### config.mk
export PLATFORM = sky130hd
export DESIGN_NAME = lfuda_sel
export DESIGN_NICKNAME = d
export VERILOG_FILES = /design/src/rtl/lfuda_pkg.sv /design/src/rtl/lfuda_min_tree.sv /design/src/rtl/lfuda_way.sv /design/src/rtl/lfuda_sel.sv
export SDC_FILE = /design/constraint.sdc
export NUM_CORES = 1
export LEC_CHECK = 0
export ABC_AREA = 0
export ABC_CLOCK_PERIOD_IN_PS = 7900
export BUFFER_PORTS_ARGS = -buffer_cell sky130_fd_sc_hd__buf_2
export CORE_MARGIN = 8
export CORE_UTILIZATION = 56
export DETAILED_ROUTE_END_ITERATION = 6
export PLACE_DENSITY = 0.79
export SLEW_MARGIN = 25
export SYNTH_ARGS = -nofsm -noshare
export SYNTH_HDL_FRONTEND = slang
export SYNTH_SLANG_ARGS = --single-unit
### constraint.sdc
create_clock -name clk -period 7.9 [get_ports clk]
set_input_delay 2.37 -clock clk [delete_from_list [all_inputs] [get_ports clk]]
set_output_delay 2.37 -clock clk [all_outputs]
set_load 0.02 [all_outputs]
### src/rtl/lfuda_pkg.sv
package lfuda_pkg;

    typedef enum logic [1:0] {
        OP_IDLE = 2'd0,
        OP_HIT  = 2'd1,
        OP_FILL = 2'd2
    } way_op_e;

    // Clamp a non-negative sum to a ceiling.
    function automatic int unsigned clamp_to(input int unsigned val, input int unsigned ceil);
        return (val > ceil) ? ceil : val;
    endfunction

endpackage

### src/rtl/lfuda_min_tree.sv
module lfuda_min_tree #(
    parameter int WAYS  = 8,
    parameter int KEY_W = 8,
    localparam int IDX_W = $clog2(WAYS)
) (
    input  logic [WAYS-1:0]       valid,
    input  logic [WAYS*KEY_W-1:0] keys,
    output logic [IDX_W-1:0]      win
);
    localparam int NODES = 2 * WAYS - 1;
    localparam int RW    = KEY_W + 1;

    // Rank = {valid, key}: invalid ways rank below every valid way.
    logic [RW-1:0]    node_rank [NODES];
    logic [IDX_W-1:0] node_idx  [NODES];

    for (genvar i = 0; i < WAYS; i++) begin : g_leaf
        assign node_rank[WAYS-1+i] = {valid[i], keys[i*KEY_W +: KEY_W]};
        assign node_idx[WAYS-1+i]  = IDX_W'(i);
    end

    // Heap layout: left child always covers lower way numbers, so ties keep left.
    for (genvar n = 0; n < WAYS - 1; n++) begin : g_node
        logic take_right;
        assign take_right   = node_rank[2*n+2] < node_rank[2*n+1];
        assign node_rank[n] = take_right ? node_rank[2*n+2] : node_rank[2*n+1];
        assign node_idx[n]  = take_right ? node_idx[2*n+2]  : node_idx[2*n+1];
    end

    assign win = node_idx[0];

endmodule

### src/rtl/lfuda_way.sv
module lfuda_way
    import lfuda_pkg::*;
#(
    parameter int CNT_W = 4,
    parameter int KEY_W = 8
) (
    input  logic             clk,
    input  logic             rst,
    input  way_op_e          op,
    input  logic [KEY_W-1:0] age_cur,
    input  logic [KEY_W-1:0] age_next,
    output logic             valid_o,
    output logic [CNT_W-1:0] cnt_o,
    output logic [KEY_W-1:0] key_o
);
    localparam int unsigned CNT_MAX = (1 << CNT_W) - 1;
    localparam int unsigned KEY_MAX = (1 << KEY_W) - 1;

    typedef struct packed {
        logic             valid;
        logic [CNT_W-1:0] cnt;
        logic [KEY_W-1:0] key;
    } line_t;

    line_t line_q, line_d;
    int unsigned cnt_up;

    always_comb begin
        line_d = line_q;
        cnt_up = clamp_to(int'(line_q.cnt) + 1, CNT_MAX);
        case (op)
            OP_HIT: if (line_q.valid) begin
                line_d.cnt = CNT_W'(cnt_up);
                line_d.key = KEY_W'(clamp_to(cnt_up + int'(age_cur), KEY_MAX));
            end
            OP_FILL: begin
                line_d.valid = 1'b1;
                line_d.cnt   = CNT_W'(1);
                line_d.key   = KEY_W'(clamp_to(int'(age_next) + 1, KEY_MAX));
            end
            default: ;
        endcase
    end

    always_ff @(posedge clk) begin
        if (rst) line_q <= '0;
        else     line_q <= line_d;
    end

    assign valid_o = line_q.valid;
    assign cnt_o   = line_q.cnt;
    assign key_o   = line_q.key;


    cnt_step_chk: assert property (@(posedge clk) disable iff (rst)
        (op == OP_HIT && line_q.valid && int'(line_q.cnt) < CNT_MAX)
        |=> int'(line_q.cnt) == int'($past(line_q.cnt)) + 1);


    fill_init_chk: assert property (@(posedge clk) disable iff (rst)
        (op == OP_FILL) |=> (line_q.valid && line_q.cnt == CNT_W'(1)));

endmodule

### src/rtl/lfuda_sel.sv
module lfuda_sel
    import lfuda_pkg::*;
#(
    parameter int WAYS  = 8,
    parameter int CNT_W = 4,
    parameter int KEY_W = 8,
    localparam int IDX_W = $clog2(WAYS)
) (
    input  logic                  clk,
    input  logic                  rst,
    input  logic                  acc_vld,
    input  logic                  acc_hit,
    input  logic [IDX_W-1:0]      hit_way,
    input  logic                  fill_vld,
    output logic [IDX_W-1:0]      victim_way,
    output logic [KEY_W-1:0]      age_o,
    output logic [WAYS*KEY_W-1:0] keys_o
);
    logic [KEY_W-1:0] age_q, age_d;
    logic [WAYS-1:0]  way_valid;
    logic [CNT_W-1:0] way_cnt [WAYS];
    logic [KEY_W-1:0] way_key [WAYS];
    logic             hit_now, fill_now;

    assign hit_now  = acc_vld & acc_hit;
    assign fill_now = fill_vld & ~hit_now;

    for (genvar i = 0; i < WAYS; i++) begin : g_way
        way_op_e op_i;
        assign op_i = (hit_now && hit_way == IDX_W'(i))     ? OP_HIT  :
                      (fill_now && victim_way == IDX_W'(i)) ? OP_FILL : OP_IDLE;

        lfuda_way #(.CNT_W(CNT_W), .KEY_W(KEY_W)) way_i (
            .clk      (clk),
            .rst      (rst),
            .op       (op_i),
            .age_cur  (age_q),
            .age_next (age_d),
            .valid_o  (way_valid[i]),
            .cnt_o    (way_cnt[i]),
            .key_o    (way_key[i])
        );
        assign keys_o[i*KEY_W +: KEY_W] = way_key[i];
    end

    lfuda_min_tree #(.WAYS(WAYS), .KEY_W(KEY_W)) tree_i (
        .valid (way_valid),
        .keys  (keys_o),
        .win   (victim_way)
    );

    // Eviction of a valid line lifts the floor to the evicted key.
    assign age_d = (fill_now && way_valid[victim_way]) ? way_key[victim_way] : age_q;

    always_ff @(posedge clk) begin
        if (rst) age_q <= '0;
        else     age_q <= age_d;
    end

    assign age_o = age_q;


    age_mono_chk: assert property (@(posedge clk) disable iff (rst)
        1'b1 |=> age_q >= $past(age_q));


    age_evict_chk: assert property (@(posedge clk) disable iff (rst)
        (fill_now && way_valid[victim_way]) |=> age_q == $past(way_key[victim_way]));


    invalid_first_chk: assert property (@(posedge clk) disable iff (rst)
        (way_valid != '1) |-> !way_valid[victim_way]);

    for (genvar i = 0; i < WAYS; i++) begin : g_chk

        age_floor_chk: assert property (@(posedge clk) disable iff (rst)
            way_valid[i] |-> age_q <= way_key[i]);


        victim_min_chk: assert property (@(posedge clk) disable iff (rst)
            (way_valid == '1) |-> (way_key[victim_way] < way_key[i] ||
             (way_key[victim_way] == way_key[i] && victim_way <= IDX_W'(i))));
    end

endmodule

==> results.yml <==
status:
  status: "finished, violations left"
  violations: "DRC, setup timing"
finish:
  postLayoutCellArea_um2: 12200
  final_cell_mix: "buf_4, inv_1, nor2_1"
  area_growth_pct: 25.4
  drive_above_1_share_pct: 24.6
  nNetsFinal: 1544
  layout_commonest_cell: "buf_4"
timing:
  worstMarginPinSlew_ns: 0.957
  max_freq_ghz: 0.124
  setup_ws_ns: -0.193
  slew_headroom_pct: 36.1
  finalClockSkew_ns: 0.0137
  hold_viol_final: 0
  drv_slew: 0
  setup_viol: 7
  rsz0062_at_grt: "yes"
  fin_crit_ns: 8.09
  period_share_pct: 102
cts:
  cts_tree: "done"
  root_buffer: "clkbuf_16"
  numCtsBuffers: 9
  clkTransAtPathRegs_ns: 0.08
  clock_path_buffers: 2
  cts.htree.levels: 3
  cts_sinks: 112
  clk_latency_ns: 0.37
synth:
  synthTopCellsByArea: "dfxtp_1, ha_1, a21oi_1"
  synth_mux_area_share_pct: 5.51
  synth-async-reset-ratio_pct: 0
  synth-simple-area-share_pct: 18.8
  synth_top_area_cell: "dfxtp_1"
  ys_types: 76
  yosysWarnings: 0
  synth_top_family_by_area: "compound AO/OA/AOI/OAI gates"
  netlist_instances: 1255
  yosys_register_bits: 112
  synth_compound_area_share_pct: 27.9
  syn_area_um2: 9710
  synth.avg_cell_area_um2: 7.74
  netlist.area_leader.share_pct: 23.1
  synthAdderAreaFrac_pct: 15.2
  seq_area_frac_synth_pct: 23.1
  synth-edff-count: 0
  synth_xor_area_share_pct: 2.89
  synth_flop_cell: "dfxtp_1"
grt:
  grt_pass1_wl_um: 54900
  grt.total_usage_pct: 31.6
  antenna_found_initial: 0
  overflow: 0
  grt_pass1_vias: 10300
  grt_max_degree: 62
floorplan:
  die_area_um2: 21800
  dieHeight_um: 148
  start_util_pct: 56.8
  core_area_um2: 17100
  io_pins: 83
  die_x_um: 148
  rows: 48
detailed_routing:
  ant_nets: 0
  vias_per_cell: 6.70
  initialDrtViolationCount: 1087
  wirelength_um: 37000
  wire_per_inst_um: 22.4
  drc: 2
  num_vias: 11100
  drt_first_pass_iters: 7
setup_path:
  cp_max_fo: 5
  worstSetupPathType: "flop to output port"
  crit_required_ns: 5.53
  worstSetupStartpointType: "flop"
  end_kind: "output port"
  arrival_ns: 5.72
run:
  maxCapViolCount: 0
placement:
  place.gp.congestion: 1.00
  place_hpwl_um: 25700
  place_area_um2: 10800
  pre_cts_ws_ns: -0.0266
  io_buffers: 82
min_path:
  hold_class: "flop to flop"
[metrics by stage]
| step | TNS [ns] | hold slack, ns | cells | utilization (%) |
|---|---|---|---|---|
| after floorplan | 0 | 0.473 | 1262 | - |
| after global routing | -4.26 | 0.527 | 1653 | 71.2 |
| after detailed placement | -0.0477 | 0.504 | 1583 | 63.2 |
| after CTS | 0 | 0.530 | 1636 | 68.0 |
| final | -0.479 | 0.512 | 1654 | 71.2 |
| after global placement | 0 | 0.504 | 1583 | 63.2 |
[repair_timing]
item / 4_1_cts / 5_1_grt
hold buffers: 0 / 0
buffers inserted: 36 / 17
pin swaps: 15 / 22
cloned: 1 / 0
resized for setup: 48 / 93
setup endpoints to repair: 3 / 52
[flip-flops by register name, summed over array words and instances (netlist names)]
name                 flops
g_way.way_i.cnt_o       32
g_way.way_i.valid_o      8
g_way.way_i.key_o       64
age_o                    8
[metal layers]
| layer | GRT usage, % | up-vias | wire length [um] |
|---|---|---|---|
| met3 | 6.73 | 216 | 3310 |
| met1 | 38.6 | 5197 | 14200 |
| met2 | 50.8 | 687 | 16900 |
| li1 | - | 4981 | - |
| met5 | 0 | - | 0 |
| met4 | 17.5 | 0 | 2570 |
[cell families after synthesis]
kind of cell | Yosys count
and+or+nand+nor | 378
DFF | 112
xor gates and xnor gates | 32
muxes | 53
adders and majority gates | 113
AOI/OAI and AO/OA | 401
other | 1
buffers and inverters | 165
[final cells by class]
type / instances / area, um^2
multi-input combinational: 985 / 7460
tap: 225 / 282
timing repair buffer: 211 / 1430
clock inverter: 5 / 104
clock buffer: 11 / 243
sequential: 112 / 2270
inverter: 104 / 393
antenna: 1 / 2.50
fill: 1316 / 4930
[final timing paths]
check	start	to	slack, ns	cells past startpoint
max	g_way[6].way_i.key_o[2]	victim_way[0]	-0.19	26
min	g_way[6].way_i.valid_o	g_way[6].way_i.valid_o	0.51	2
max reg2reg	g_way[6].way_i.key_o[2]	g_way[4].way_i.key_o[2]	-0.02	37
min reg2reg	g_way[6].way_i.valid_o	g_way[6].way_i.valid_o	0.51	2
[critical path, stage by stage (launching register included)]
cell      delay [ns]
dfxtp_2         0.35
inv_2           0.06
ha_4            0.25
a211oi_2        0.22
o211ai_1        0.21
a21oi_4         0.27
nor2_1          0.11
a21oi_2         0.18
inv_1           0.12
ha_4            0.28
a211oi_2        0.19
o211ai_1        0.15
a221o_1         0.42
o21a_1          0.23
a311oi_4        0.31
mux2_4          0.35
mux2i_4         0.19
inv_2           0.08
ha_4            0.16
a21o_1          0.15
a21o_1          0.15
a21oi_1         0.11
o21a_1          0.14
o21a_1          0.17
a31oi_4         0.07
mux2i_4         0.25
buf_6           0.18
[Yosys cell counts (all sizes together) (4+ instances only)]
library cell,count
dfxtp,112
ha,105
inv,103
a21oi,101
nor2,100
nand2,80
o21ai,67
nor3,54
clkbuf,51
mux2i,49
nand3,45
a2111oi,38
a211oi,36
o22ai,28
a21o,23
and3,23
o21bai,22
a31oi,21
or3,21
xnor2,20
o211ai,13
nand2b,12
xor2,12
buf,10
nand4,10
nor2b,9
fa,8
a221oi,5
and4,5
nor3b,5
o31ai,5
a211o,4
a311o,4
a311oi,4
mux2,4
o21a,4
or2,4
Power is left out: the tool's default activity adds up to more than one toggle a clock period on the data nets, which glitch-free logic cannot reach.
